===== src/rtl/ffirst_vec_ctrl.sv =====
`timescale 1ns/1ps
module ffirst_vec_ctrl #(
  parameter int DATA_W = 32,
  parameter int VL_W   = 7,
  parameter int CR_W   = 4,
  parameter int EQ_IDX = 2
)(
  input  logic                    clk,
  input  logic                    rst_n,
  input  logic                    start,
  input  logic [VL_W-1:0]         start_vl,
  input  logic [$clog2(CR_W)-1:0] bit_sel,
  input  logic                    inv,
  input  logic                    incl,
  input  logic                    nocr,
  output logic                    elem_req,
  output logic [VL_W-1:0]         elem_idx,
  input  logic                    elem_valid,
  input  logic [DATA_W-1:0]       elem_data,
  input  logic [CR_W-1:0]         elem_cond,
  output logic                    wr_en,
  output logic [VL_W-1:0]         wr_idx,
  output logic [DATA_W-1:0]       wr_data,
  output logic                    busy,
  output logic                    done,
  output logic [VL_W-1:0]         new_vl
);
  localparam int SEL_W = $clog2(CR_W);
  localparam logic [VL_W-1:0] VL_ONE = VL_W'(1);

  logic              busy_q, hold_q, inv_q, incl_q, done_q;
  logic [SEL_W-1:0]  sel_q;
  logic [VL_W-1:0]   vl_q, idx_q, new_vl_q;
  logic [DATA_W-1:0] data_q;
  logic [CR_W-1:0]   cond_q;
  logic              launch, take, fail, last, term;

  assign launch = start & ~busy_q;
  assign take   = busy_q & ~hold_q & elem_valid;
  assign fail   = hold_q & (cond_q[sel_q] == inv_q);
  assign last   = idx_q == vl_q - VL_ONE;
  assign term   = hold_q & (fail | last);

  assign elem_req = busy_q & ~hold_q;
  assign elem_idx = idx_q;
  assign wr_en    = hold_q & (~fail | incl_q);
  assign wr_idx   = idx_q;
  assign wr_data  = data_q;
  assign busy     = busy_q;
  assign done     = done_q;
  assign new_vl   = new_vl_q;

  always_ff @(posedge clk) begin
    if (!rst_n) begin
      busy_q   <= 1'b0;
      hold_q   <= 1'b0;
      done_q   <= 1'b0;
      inv_q    <= 1'b0;
      incl_q   <= 1'b0;
      sel_q    <= '0;
      vl_q     <= '0;
      idx_q    <= '0;
      new_vl_q <= '0;
      data_q   <= '0;
      cond_q   <= '0;
    end else begin
      done_q <= 1'b0;
      if (launch) begin
        vl_q   <= start_vl;
        idx_q  <= '0;
        inv_q  <= inv;
        incl_q <= incl & nocr;
        sel_q  <= nocr ? SEL_W'(EQ_IDX) : bit_sel;
        if (start_vl == '0) begin
          done_q   <= 1'b1;
          new_vl_q <= '0;
        end else begin
          busy_q <= 1'b1;
        end
      end
      if (take) begin
        hold_q <= 1'b1;
        data_q <= elem_data;
        cond_q <= elem_cond;
      end
      if (hold_q) begin
        hold_q <= 1'b0;
        if (term) begin
          busy_q   <= 1'b0;
          done_q   <= 1'b1;
          new_vl_q <= fail ? idx_q + VL_W'(incl_q) : vl_q;
        end else begin
          idx_q <= idx_q + VL_ONE;
        end
      end
    end
  end
endmodule



===== config.mk =====
export PLATFORM = sky130hd
export DESIGN_NAME = ffirst_vec_ctrl
export DESIGN_NICKNAME = d
export VERILOG_FILES = /design/src/rtl/ffirst_vec_ctrl.sv
export SDC_FILE = /design/constraint.sdc
export NUM_CORES = 1
export LEC_CHECK = 0
export BUFFER_PORTS_ARGS = -buffer_cell sky130_fd_sc_hd__buf_2
export CORE_ASPECT_RATIO = 1.25
export CORE_MARGIN = 5
export CORE_UTILIZATION = 55
export CTS_BUF_LIST = sky130_fd_sc_hd__clkbuf_4
export DETAILED_ROUTE_END_ITERATION = 10
export PLACE_DENSITY = 0.9
export RECOVER_POWER = 100
export SLEW_MARGIN = 20
export SYNTH_ARGS = -nofsm -noshare
export SYNTH_HDL_FRONTEND = slang
export SYNTH_SLANG_ARGS = --single-unit

===== constraint.sdc =====
create_clock -name clk -period 4.2 [get_ports clk]
set_clock_uncertainty 0.2 [all_clocks]
set_input_delay 0.21 -clock clk [delete_from_list [all_inputs] [get_ports clk]]
set_output_delay 0.21 -clock clk [all_outputs]
set_load 0.01 [all_outputs]

### Yosys cells after proc, flatten, opt, wreduce, memory -nomap -nowiden

Index checks and enable logic that the tools add are counted.
W data, S select, Z words.

* bits in registers: 64
* input port bits: 52
* output and inout bits: 57
* logic and storage cells: 52

* add/sub/neg operators: 3
* magnitude comparators: 1
* eq/ne operators: 2
* mux-type cells: 20
* bitwise logic cells: 13
* reductions and logical operators: 2

Operator list (count)
* $mux W7: 8
* $mux W1: 10
* $add A7 B1 Y7: 1
* $add A7 B1 Y7 const B: 1
* $and A1 B1 Y1: 7
* $eq A7 B7 Y1: 1
* $logic_not A7 Y1: 1
* $sub A7 B1 Y7 const B: 1
* $not A1 Y1: 4
* $lt A2 B3 Y1 const B: 1
* $bmux W1 S2: 1
* $mux W2: 1
* $or A1 B1 Y1: 2
* $reduce_or A2 Y1: 1
* $eq A1 B1 Y1: 1

### Longest topological paths before layout

* depth in word-level cells: 8
* depth in mapped cells: 9
* depth with buffers taken out: 8

### Least setup slack after synthesis

No wires, ideal clock.

* path type: register to register
* start point: register vl_q[2]
* end point: register new_vl_q[0] (netlist: new_vl[0])
* library setup time: 122 ps
* arrival: 2071 ps
* data required time: 3878 ps
* path slack: 1807 ps
* stages on the path, launching flop included: 8
* buffers on the path: 1
* clock period less this slack: 2393 ps
* cells stage by stage: dfxtp_1 -> buf_6 -> or3_1 -> or4_4 -> a31oi_2 -> o21a_4 -> nor3b_2 -> a221o_1

* word-level cells in the longest chain between the ends: 6

Ends and longest elaborated chain
* from (decl): RTL line 33 `logic [VL_W-1:0] vl_q, idx_q, new_vl_q;`
* from (signal assigned): RTL line 69 `vl_q <= start_vl;`
* $sub A7 B1 Y7: RTL line 41 `assign last = idx_q == vl_q - VL_ONE;`
* $eq A7 B7 Y1: RTL line 41
* $or A1 B1 Y1: RTL line 42 `assign term = hold_q & (fail | last);`
* $and A1 B1 Y1: RTL line 42
* $mux W7: RTL line 88 `if (term) begin`
* $mux W7: RTL line 86 `if (hold_q) begin`
* to (signal assigned): RTL line 91 `new_vl_q <= fail ? idx_q + VL_W'(incl_q) : vl_q;`
* to (decl): RTL line 33

Every way passes these cells.
A chain may end at the register's enable or synchronous reset.

### Worst setup path in the final report

* start point: register busy_q (netlist: busy)
* end point: register data_q[3] (netlist: wr_data[3])

* word-level cells in the longest chain between the ends: 2

Ends and longest elaborated chain
* from (decl): RTL line 31 `logic busy_q, hold_q, inv_q, incl_q, done_q;`
* from (signal assigned): RTL line 55 `busy_q <= 1'b0;`
* from (signal assigned): RTL line 78 `busy_q <= 1'b1;`
* from (signal assigned): RTL line 89 `busy_q <= 1'b0;`
* $and A1 B1 Y1 (2 in a row): RTL line 39 `assign take = busy_q & ~hold_q & elem_valid;`
* to (signal assigned): RTL line 83 `data_q <= elem_data;`
* to (decl): RTL line 34 `logic [DATA_W-1:0] data_q;`

Every way passes these cells.

==> qor.txt <==
first-pass GRT wire length -> 16.7 mm
PD cells -> 329 nW/µm²
post-synth net total -> 417
final worst slack -> 1.16 ns
antenna-violating nets left -> 0
starting density of the core -> 56.5%
dominant cell type by area after synthesis -> dfxtp_1
ANT cells -> 0
area used by multi-input combinational logic -> 1560 µm²
Nets -> 557
core area -> 5410 µm²
Detailed Route Iter0 Violations -> 343
Port Buffer Count -> 108
vias in the first global route -> 3397
Post-Synthesis Cell Area -> 3050 µm²
Final Util -> 75.8%
vias per inst -> 5.83
overflow left after global routing -> 0
FF-to-FF setup slack -> 1.16 ns
fillcell total -> 363
layout cells sized above 1 -> 14.2%
Hold Vio Cnt, Final -> 0
Place WS -> 1.72 ns
CTS root buf -> clkbuf_4
Yosys Warn Count -> 0
worst-margin pin slew -> 1.83 ns
CTS tree -> yes
Main synth FF type -> dfxtp_1
RSZ-0062 raised after global routing -> no
worst-path fanout max -> 36
WL met1 -> 3.63 mm
DP HPWL -> 5.50 mm
period utilisation layout -> 72.3%
clk buf depth -> 2
# DRC -> 0
routed length on met2 -> 5.32 mm
worst hold path type -> flip-flop to flip-flop
RD Place Congestion -> 0.884
Reg2Reg Launch Point -> busy
total number of vias -> 3325
die height -> 93.3 µm
Area growth, synth to finish -> 34.1%
Arr. time, crit path -> 3.17 ns
Worst-Skew Late Latency -> 0.44 ns
Tot GR Track Use -> 29.4%
CP Buf/Inv Count -> 0
Max Clock Freq -> 329 MHz
register area share after synthesis -> 42.0%
Top delay family on crit path -> simple AND/OR/NAND/NOR gates
nature of the critical path startpoint -> flip-flop
wirelength, routed -> 10.7 mm
top cells by area, synth -> dfxtp_1 42%, nand2_1 13%, a21boi_0 11%, xnor2_1 3.4%, o211ai_1 2.9%
Final Max Slew Viols -> 37
CTS sink count -> 64
uppermost layer routed -> met4
Worst Hold End -> new_vl[2]
Leak -> 1.57 nW
Worst Path Required -> 4.33 ns
Post-synth top cells -> 107 x nand2_1, 64 x dfxtp_1, 46 x a21boi_0
setup TNS -> 0 ns
Worst VDD drop -> 0.000241 V
Worst Hold Path Cells -> 2
Synth Instances -> 361
failing checks -> capacitance limit, slew limit
Worst setup EP type -> flip-flop
flops & latches, synth -> 64
Netlist cell types -> 46
most frequent cell after synthesis -> nand2_1
Post-synth EDFFs -> 0
register area -> 1280 µm²
post-synth top area share -> 42.0%
Rows -> 30
reg-to-reg endpoint -> wr_data[3]
post_cts resized -> 0
Syn Area/Cell -> 8.46 µm²
Inserted Clock Buffers -> 9
WS Path Type -> flip-flop to flip-flop
Die W -> 76.7 µm
Reg2Reg Depth -> 4
Ports -> 109
slew margin rel. -> -22.4%
first-pass iteration count of the detailed router -> 5
CP peak stage delay -> 1.41 ns
Setup-failing EPs final -> 0
hold path startpoint -> new_vl[2]
per-cell routed wire length -> 18.7 µm
Max H-tree Level -> 3
clk slew on worst S/H paths -> 0.13 ns
Crit-path slowest cell -> and2_0
min Tclk post-route -> 3.04 ns
met3 wire len -> 1.08 mm
die area -> 7150 µm²
initial antenna violation count -> 0
Post-synth ARST share -> 0%
largest net degree at the start of global routing -> 66
MaxCap Viol Count -> 1
crit-path cells -> nor2b_1 > and2_0 > nand2_1 > a21boi_0
status -> complete, but fails checks
[placed cells by master, fill, tap and decap left out, types with 2 or more instances in the layout]
master / instances
o2bb2ai_1: 2
dlygate4sd3_1: 52
o211ai_1: 12
nand2_1: 106
dfxtp_1: 64
clkbuf_1: 59
xor2_1: 5
buf_2: 50
inv_1: 4
ha_1: 4
and2_0: 2
nand3_1: 11
a221o_1: 2
mux2i_1: 5
nor3_1: 4
clkinvlp_4: 3
nor2_1: 9
and2_1: 2
bufinv_16: 2
and3_1: 3
a21boi_0: 46
a21oi_1: 2
nor3b_1: 4
nand4_1: 4
xnor2_1: 12
a21boi_1: 2
clkbuf_4: 9
nor2b_1: 3
nand2b_1: 2
o21ai_0: 2
nor4_1: 2
o21a_1: 2
[tightest hold or removal path, delay by kind of cell (launching register included)]
kind / cells / cell delay (ns)
flops: 1 / 0.33
mux: 1 / 0.05
simple gates: 1 / 0.05
[cell type report]
type | count | area share (%)
clock buffer | 9 | 1.65
tap | 64 | 1.95
clock inverter | 7 | 2.35
inverter | 4 | 0.367
timing repair buffer | 161 | 24.2
sequential | 64 | 31.3
multi-input combinational | 261 | 38.2
[power by group]
part | leakage, nW | total [mW] | switching [mW] | internal, mW
Clock | 0.0781 | 0.503 | 0.263 | 0.241
Sequential | 0.520 | 0.650 | 0.0202 | 0.630
Combinational | 0.967 | 0.195 | 0.101 | 0.0946
[flip-flops by register name, summed over array words and instances, names as in the netlist]
name      flops
busy          1
inv_q         1
sel_q         2
hold_q        1
vl_q          7
elem_idx      7
incl_q        1
done          1
cond_q        4
new_vl        7
wr_data      32
[timing repair]
action | CTS | global route
hold buffers | 52 | 0
endpoints found under the hold margin | 50 | 0
setup buffers | 0 | 0
[stage by stage]
stage / instances / hold WS, ns / area (µm²) / total power [mW]
5_1_grt: 570 / 0.306 / 4100 / 1.39
6_report: 570 / 0.268 / 4100 / 1.35
3_3_place_gp: 502 / 0.244 / 3530 / 0.806
2_1_floorplan: 361 / 0.134 / 3050 / 0.755
3_5_place_dp: 502 / 0.251 / 3530 / 0.813
4_1_cts: 570 / 0.260 / 4210 / 1.33
[how the worst max path moves through the flow]
stage	slack [ns]	end	from	cells past startpoint
2_1_floorplan	1.81	new_vl[0]	vl_q[2]	7
3_3_place_gp	1.80	new_vl[1]	vl_q[2]	6
3_5_place_dp	1.72	elem_idx[2]	vl_q[0]	8
4_1_cts	1.69	elem_idx[2]	vl_q[0]	8
5_1_grt	0.89	elem_idx[2]	vl_q[0]	8
6_report	1.16	wr_data[3]	busy	4
[metal layers]
layer | up-vias | global-route usage [%]
met5 | - | 0
met4 | 0 | 17.9
met3 | 61 | 8.77
met2 | 244 | 51.0
met1 | 1525 | 31.2
li1 | 1495 | -
[cell families after synthesis]
kind of cell	synth area share, %
mux	2.38
compound gates	19.4
simple gates	23.4
xor+xnor	5.61
flops	42.0
buf+inv	5.61
fa+ha+maj	1.64
No activity file was read; power rests on OpenSTA's default activity.
